--- config.mk ---
export PLATFORM = sky130hd
export DESIGN_NAME = vecSelSequencer
export DESIGN_NICKNAME = d
export VERILOG_FILES = /design/src/rtl/vecSeqPkg.sv /design/src/rtl/vecSeqCtrl.sv /design/src/rtl/vecSeqDatapath.sv /design/src/rtl/vecSelSequencer.sv
export SDC_FILE = /design/constraint.sdc
export NUM_CORES = 1
export LEC_CHECK = 0
export BUFFER_PORTS_ARGS = -buffer_cell sky130_fd_sc_hd__buf_2
export CAP_MARGIN = 40
export CORE_AREA = 2 2 39 41
export CTS_BUF_LIST = sky130_fd_sc_hd__clkbuf_4 sky130_fd_sc_hd__clkbuf_8
export DETAILED_ROUTE_END_ITERATION = 10
export DIE_AREA = 0 0 41 43
export GPL_ROUTABILITY_DRIVEN = 0
export PLACE_DENSITY = 0.7
export SETUP_SLACK_MARGIN = 0.1
export SLEW_MARGIN = 20
export SYNTH_ARGS = -nofsm -noshare
export SYNTH_HDL_FRONTEND = slang
export SYNTH_SLANG_ARGS = --single-unit
--- constraint.sdc ---
create_clock -name clk -period 1.95 [get_ports clk]
set_clock_uncertainty 0.1 [all_clocks]
set_input_delay 0.195 -clock clk [delete_from_list [all_inputs] [get_ports clk]]
set_output_delay 0.195 -clock clk [all_outputs]
set_load 0.03 [all_outputs]
--- src/rtl/vecSeqPkg.sv ---
package vecSeqPkg;
  typedef struct packed {
    logic load;
    logic retire;
  } seqStrobe_t;
endpackage

--- src/rtl/vecSeqCtrl.sv ---
module vecSeqCtrl
  import vecSeqPkg::*;
(
  input  logic       loadStrobe,
  input  logic       advance,
  input  logic       regEmpty,
  output seqStrobe_t strobes
);
  always_comb begin
    strobes.load   = loadStrobe & regEmpty;
    strobes.retire = advance & ~regEmpty;
  end
endmodule

--- src/rtl/vecSeqDatapath.sv ---
module vecSeqDatapath
  import vecSeqPkg::*;
#(
  parameter int WIDTH = 8
) (
  input  logic             clk,
  input  logic             rstN,
  input  seqStrobe_t       strobes,
  input  logic [WIDTH-1:0] loadByte,
  output logic [WIDTH-1:0] selVec,
  output logic             regEmpty
);
  localparam int TOP = WIDTH - 1;

  logic [WIDTH-1:0] vecReg;
  logic [WIDTH-1:0] maskW;
  logic [WIDTH-1:0] selW;

  assign maskW[TOP] = vecReg[TOP];
  assign selW[TOP]  = maskW[TOP];

  genvar j;
  generate
    for (j = 0; j < TOP; j++) begin : gMask
      assign maskW[j] = vecReg[j] | maskW[j+1];
      assign selW[j]  = maskW[j] ^ maskW[j+1];
    end
  endgenerate

  always_ff @(posedge clk) begin
    if (!rstN) begin
      vecReg <= '0;
    end else if (strobes.load) begin
      vecReg <= loadByte;
    end else if (strobes.retire) begin
      vecReg <= vecReg & ~selW;
    end
  end

  assign regEmpty = ~|vecReg;
  assign selVec   = selW;
endmodule

--- src/rtl/vecSelSequencer.sv ---
module vecSelSequencer
  import vecSeqPkg::*;
#(
  parameter int WIDTH = 8
) (
  input  logic             clk,
  input  logic             rstN,
  input  logic             loadStrobe,
  input  logic [WIDTH-1:0] loadByte,
  input  logic             advance,
  output logic [WIDTH-1:0] selVec,
  output logic             selValid,
  output logic             done
);
  seqStrobe_t strobes;
  logic       regEmpty;

  vecSeqCtrl uCtrl (
    .loadStrobe(loadStrobe),
    .advance   (advance),
    .regEmpty  (regEmpty),
    .strobes   (strobes)
  );

  vecSeqDatapath #(.WIDTH(WIDTH)) uData (
    .clk     (clk),
    .rstN    (rstN),
    .strobes (strobes),
    .loadByte(loadByte),
    .selVec  (selVec),
    .regEmpty(regEmpty)
  );

  assign done     = regEmpty;
  assign selValid = ~regEmpty;
endmodule

# After elaboration in Yosys (flattened, before gate mapping)
# Cells that the tools add are included.
# Widths: inputs -> output; s select.
# word_totals
reg_bits,8
out_inout_bits,10
# op_classes
n_bitwise,18
n_reduce_logical,3
n_mux,2
# ops
operator,count
$mux 8,2
$and 8x8->8,1
$not 8->8,1
$reduce_or 8->1,1
$or 1x1->1,7
$xor 1x1->1,7
$and 1x1->1,2
$reduce_bool 2->1,1
$logic_not 1->1,1

# Depth between registers and ports, before layout
# Gate-level depths: netlist of run 1.
# logic_depth
word_depth,12
depth_mapped,4
depth_no_buf,3

# By module
# A second synthesis of run 1 with hierarchy kept.
# hier_totals
cells_unflattened,55
area_unflattened_um2,465.4
# by_module_without_submodules
module,instances,area_each_um2,cells_per_inst
vecSeqDatapath,1,445.4,52
vecSeqCtrl,1,16.3,2
vecSelSequencer,1,3.8,1

# Worst setup path after synthesis of run 1
# OpenSTA, ideal clock, no wires.
# synth_path
path_kind,register to output
start,register uData.vecReg[5]
end,output selVec[5]
setup_slack_ps,548
arrival_ps,1107
stages_incl_launch_ff,2
required_time_ps,1655
path_cell_list,dfxtp_1 > nor3b_1
# synth_via
elab_chain_cells,2
# synth_lines
element,line_no,source
start: declaration,vecSeqDatapath.sv:15,logic [WIDTH-1:0] vecReg;
start signal: assignment,vecSeqDatapath.sv:34,vecReg <= loadByte;
start signal: assignment,vecSeqDatapath.sv:36,vecReg <= vecReg & ~selW;
$or 1x1->1,vecSeqDatapath.sv:25,assign maskW[j] = vecReg[j] | maskW[j+1];
$xor 1x1->1,vecSeqDatapath.sv:26,assign selW[j] = maskW[j] ^ maskW[j+1];
end: declaration,vecSelSequencer.sv:11,"output logic [WIDTH-1:0] selVec,"
# Every way passes these cells.

# Worst setup path in the final report of run 1
# layout_path
start,register uData.vecReg[7]
end,output selVec[2]
# layout_via
elab_chain_cells,6
# layout_lines
element,line_no
$or 1x1->1 * (4 in a row),vecSeqDatapath.sv:25
$or 1x1->1,vecSeqDatapath.sv:25
$xor 1x1->1 *,vecSeqDatapath.sv:26
# Mark *: on every way between the ends. The rest lies on a longest branch, timed or not.

==> results.md, run 1 <==
* Status: finished, final reports clean
* I/O Pins at 22
* Routed Antenna Nets at 0
* Mapped cell area at 440 sq um
* DR vias at 419
* Cells along the critical path: nor3_4, and4bb_2, buf_2
* Pwr dens at 1210 nW/um^2
* Most flops, register: uData.vecReg
* Setup Viol. Count Final at 0
* Clock sink total at 8
* CP max-delay cell: dfxtp_1
* Vias in the first global route at 369
* Worst-path fanout max at 10
* Min Hold Slack at 0.0504 ns
* RSZ-0062 raised after global routing: false
* DRC Markers at 0
* Worst Tran Pin Value at 0.326 ns
* Hold_buf cts at 0
* Clk pin slew, worst setup/hold paths at 0.05 ns
* EDFF count, synth at 0
* GRT met1 Usage at 12.6%
* Min Tclk post-route at 1.73 ns
* Die Y at 43 um
* Initial antenna violation count at 0
* Die W at 41 um
* Mapped Nets at 54
* Fin area at 568 sq um
* Dominant synthesized flop cell: dfxtp_1
* YS warnings at 0
* Largest net degree at the start of global routing at 11
* FILL cells at 145
* Diodes inserted at 0
* Most frequent cell after synthesis: dfxtp_1
* Max reg flops at 8
* Drt initial violations at 5
* CP arrival at 1.44 ns
* Relative slew margins at 78.2%
* Seq/Total Area, Yosys at 36.4%
* Die ar. at 1760 sq um
* Number of port buffers at 21
* Layout Nets at 77
* CP Data Required Time at 1.65 ns
* GRT busiest layer: met2
* Commonest cells post-synth: 8 x dfxtp_1, 6 x a32o_2, 3 x nand3_1
* Final Core Density at 41.0%
* Clk Latency, worst-skew pair at 0.25 ns
* Syn Area/Cell at 10.5 sq um
* CTS H-tree depth at 1
* Leakage at 0.000313 uW
* Synth top area share at 36.4%
* WL/cell at 11.9 um
* # resized after CTS at 0
* Postcts setup bufs at 0
* CTS Buf Count at 3
* Ranking of synthesized cells by area: dfxtp_1 36%, a32o_2 15%, nor4_4 4.8%, a32o_1 4.5%, nand3_1 3.4%
* Num rows at 14
* GRT overflow at 0
* CP max stage delay at 0.38 ns
* Area delta synth->final at 29.0%
* Setup CP Type: flip-flop to output port
* Maximum root-to-sink buffer count at 2
* Min-delay worst type: input pin to flip-flop
* Cell taking the most area after synthesis: dfxtp_1
* Max_cap viols at 0
* Max-slew violation count at 0
* Layout cell share with drive strength beyond 1 at 55.6%
* Met2 Usage GRT at 20.6%
* Final Hold Fails at 0
* Gr usage total at 12.7%
* Distinct cells, synth at 24
* Fmax at 577 MHz
* TritonRoute pass-1 iters at 3
* Via density at 5.30
* CP Launch Type: flip-flop
* Setup crit end kind: output port
* Yosys reg bits at 8
* Ys async rst share at 0%
* Post-Place Cell Area at 539 sq um
* CORE AREA at 1380 sq um
* First-pass GRT wire length at 1460 um
* Maximum vdd ir drop at 0.277 mV
* TNS Setup at 0 ns
* Biggest regs: uData.vecReg x8
* Fin crit share at 89.0%
* Met3 Use GR at 1.57%
* Initial Util at 31.8%
* Clock root buffer: clkbuf_4
* Mapped Cells at 42
* TritonCTS clock tree: yes
* Final WL at 944 um
==> cell families after synthesis <==
group,synth area share (%)
compound gates,19.9
buf+inv,7.67
flops,36.4
simple gates,36.1
==> final timing paths <==
check | startpoint | end | slack, ns | cells past startpoint
min | loadByte[7] | uData.vecReg[7]$_SDFFE_PN0P_ | 0.05 | 2
min reg2reg | uData.vecReg[0]$_SDFFE_PN0P_ | uData.vecReg[0]$_SDFFE_PN0P_ | 0.45 | 1
max | uData.vecReg[7]$_SDFFE_PN0P_ | selVec[2] | 0.22 | 3
max reg2reg | uData.vecReg[7]$_SDFFE_PN0P_ | uData.vecReg[0]$_SDFFE_PN0P_ | 0.50 | 3
==> power breakdown <==
| part | total (uW) | switching (uW) | leakage (uW) | internal, uW |
|---|---|---|---|---|
| registers | 232 | 41.6 | 0.0000653 | 190 |
| clock network | 124 | 53.4 | 0.0000138 | 70.2 |
| logic | 329 | 196 | 0.000234 | 133 |
==> worst max-delay path: cells and delay by family, from the launching register on <==
kind	cells	cell delay, ns
and+or+nand+nor	2	0.62
DFF	1	0.38
buffers and inverters	1	0.19
==> final cells by class <==
type / count / area [sq um] / share of cell area, %
clock buffer: 3 / 22.5 / 3.96
inverter: 2 / 7.51 / 1.32
multi-input combinational: 29 / 253 / 44.5
sequential: 8 / 160 / 28.2
tap: 16 / 20.0 / 3.52
timing repair buffer: 21 / 105 / 18.5
==> layout by cell type (no fill, tap or decap), drive strengths merged <==
cell    Yosys  final
buf         3     21
dfxtp       8      8
a32o        8      8
nand3       3      3
clkbuf      0      3
and3        2      2
inv         2      2
nor3        2      2
nor4        2      2
and2        2      2
and3b       1      1
and4bb      1      1
nor3b       1      1
and2b       1      1
or3         1      1
and4        1      1
nand2       1      1
nand3b      1      1
nor2        1      1
or2b        1      1
==> metal layers <==
metal  vias to the layer above  wire length [um]  part of all wire [%]
met5                         -                 0                     0
met4                         0                24                   2.5
met3                         2                53                   5.6
met2                        15               461                    49
met1                       188               404                    43
li1                        214                 -                     -
==> stage by stage <==
stage	setup WS, ns	cells	power, uW
2_1_floorplan	0.548	42	489
3_3_place_gp	0.419	76	557
3_5_place_dp	0.386	76	562
4_1_cts	0.109	79	687
5_1_grt	0.133	79	744
6_report	0.215	79	685
No activity file was read; power rests on OpenSTA's default activity.
==> run 2, diff against run 1 <==
--- a/config.mk
+++ b/config.mk
@@ -5,7 +5,7 @@
 export SDC_FILE = /design/constraint.sdc
 export NUM_CORES = 1
 export LEC_CHECK = 0
-export BUFFER_PORTS_ARGS = -buffer_cell sky130_fd_sc_hd__buf_2
+export BUFFER_PORTS_ARGS = -buffer_cell sky130_fd_sc_hd__clkbuf_2
 export CAP_MARGIN = 40
 export CORE_AREA = 2 2 39 41
 export CTS_BUF_LIST = sky130_fd_sc_hd__clkbuf_4 sky130_fd_sc_hd__clkbuf_8
@@ -13,6 +13,7 @@
 export DIE_AREA = 0 0 41 43
 export GPL_ROUTABILITY_DRIVEN = 0
 export PLACE_DENSITY = 0.7
+export RECOVER_POWER = 50
 export SETUP_SLACK_MARGIN = 0.1
 export SLEW_MARGIN = 20
 export SYNTH_ARGS = -nofsm -noshare
==> results.md, run 2 (same netlist as run 1, synthesis figures left out) <==
* GRT overflow at 0
* DRC Markers at 0
* FF-to-FF Start: uData.vecReg[7]$_SDFFE_PN0P_
* Number of port buffers at 21
* Crit path capture: selVec[2]
* Dpl cells at 76
* Setup crit end kind: output port
* TNS Setup at 0 ns
* Hold-critical path depth at 2
* Area occupied by multi-input gates at 253 sq um
* RSZ-0062 raised after global routing: false
* Min Tclk post-route at 1.72 ns
* Initial Util at 31.8%
* DR vias at 432
* Critical R2R Capture: uData.vecReg[7]$_SDFFE_PN0P_
* Max reg flops at 8
* CP Launch Type: flip-flop
* Layout cell share with drive strength beyond 1 at 52.3%
* Worst Tran Pin Value at 0.364 ns
* Clk pin slew, worst setup/hold paths at 0.05 ns
* CORE AREA at 1380 sq um
* FILL cells at 146
* Via density at 5.33
* Diodes inserted at 0
* Max_cap viols at 0
* I/O Pins at 22
* Maximum root-to-sink buffer count at 2
* TritonCTS clock tree: yes
* Die W at 41 um
* Min-delay worst type: input pin to flip-flop
* Max-slew violation count at 0
* Pwr dens at 1210 nW/um^2
* TritonRoute pass-1 iters at 6
* Seq. cell area at 160 sq um
* Area delta synth->final at 31.5%
* Largest net degree at the start of global routing at 11
* CP Launch Point: uData.vecReg[6]$_SDFFE_PN0P_
* Final Hold Fails at 0
* Clk Latency, worst-skew pair at 0.25 ns
* Setup ws final at 0.229 ns
* CP Data Required Time at 1.65 ns
* Setup slack after placement at 0.332 ns
* Clock sink total at 8
* Layout Nets at 79
* Routed Antenna Nets at 0
* Path depth of the worst reg2reg path at 3
* CTS Buf Count at 3
* Leakage at 0.000308 uW
* Setup CP Type: flip-flop to output port
* Relative slew margins at 75.8%
* Commonest non-fill, non-tap cell in the layout: clkbuf_2
* Setup Viol. Count Final at 0
* Num rows at 14
* Drt initial violations at 8
* CTS H-tree depth at 1
* Hold_buf cts at 0
* Worst-path fanout max at 9
* Final WL at 970 um
* Final non-filler cell total at 81
* Reg2Reg Setup Slack at 0.48 ns
* Most frequent cells in the layout: 18 x clkbuf_2, 8 x dfxtp_1, 6 x a32o_2
* CP arrival at 1.43 ns
* Die ar. at 1760 sq um
* Gr usage total at 11.9%
* Fin crit share at 88.2%
* Status: finished, final reports clean
* Clock root buffer: clkbuf_4
* HPWL Detailed at 716 um
* Die Y at 43 um
* Fmax at 581 MHz
* Initial antenna violation count at 0
* Biggest regs: uData.vecReg x8
* Vias in the first global route at 353
* First-pass GRT wire length at 1390 um
* Most flops, register: uData.vecReg
* WL/cell at 12.0 um
* Maximum vdd ir drop at 0.307 mV
==> run 2: changes by cell type in the layout (fill, tap and decap cells not counted) <==
cell,delta
buf_2,-21
buf_4,+2
clkbuf_1,+3
clkbuf_2,+18
==> run 2: repair_timing <==
action | 4_1_cts | 5_1_grt
setup endpoints to repair | 1 | 1
setup buffers | 0 | 2
pin swaps | 0 | 1
resized for setup | 1 | 0
==> run 2: metal layers <==
layer / up-vias / wire, um / GRT usage, %
li1: 214 / - / -
met1: 199 / 431 / 13.6
met2: 17 / 463 / 17.2
met3: 2 / 61 / 1.57
met4: 0 / 13 / 12.0
met5: - / 0 / 0
==> run 2: area by class of cell <==
type	instances	area share (%)
clock buffer	3	3.89
inverter	2	1.30
multi-input combinational	29	43.6
sequential	8	27.6
tap	16	3.46
timing repair buffer	23	20.1
==> run 2: power by group <==
| part | total [uW] | internal, uW | switching [uW] |
|---|---|---|---|
| clock | 121 | 70.1 | 50.9 |
| combinational | 351 | 147 | 204 |
| sequential | 231 | 191 | 40.9 |
| total | 703 | 407 | 296 |
==> run 2: worst max-delay path: stages (launching register included) <==
cell and delay, ns:
dfxtp_1 0.37, nor3_4 0.34, and4bb_2 0.27, clkbuf_2 0.20
==> run 2: how the worst min path moves through the flow <==
| stage | startpoint | end | slack, ns |
|---|---|---|---|
| 3_3_place_gp | loadByte[3] | uData.vecReg[3]$_SDFFE_PN0P_ | 0.31 |
| 6_report | loadByte[5] | uData.vecReg[5]$_SDFFE_PN0P_ | 0.06 |
| 2_1_floorplan | loadByte[6] | uData.vecReg[6]$_SDFFE_PN0P_ | 0.22 |
| 4_1_cts | loadByte[5] | uData.vecReg[5]$_SDFFE_PN0P_ | 0.05 |
| 5_1_grt | loadByte[5] | uData.vecReg[5]$_SDFFE_PN0P_ | 0.06 |
| 3_5_place_dp | loadByte[3] | uData.vecReg[3]$_SDFFE_PN0P_ | 0.31 |
==> run 2: stage by stage <==
stage	total power, uW	util [%]	hold slack [ns]	cell area, sq um
2_1_floorplan	489	-	0.221	440
3_3_place_gp	557	39.0	0.308	539
3_5_place_dp	564	39.0	0.313	539
4_1_cts	698	41.0	0.0508	568
5_1_grt	759	41.9	0.0606	579
6_report	703	41.9	0.0610	579
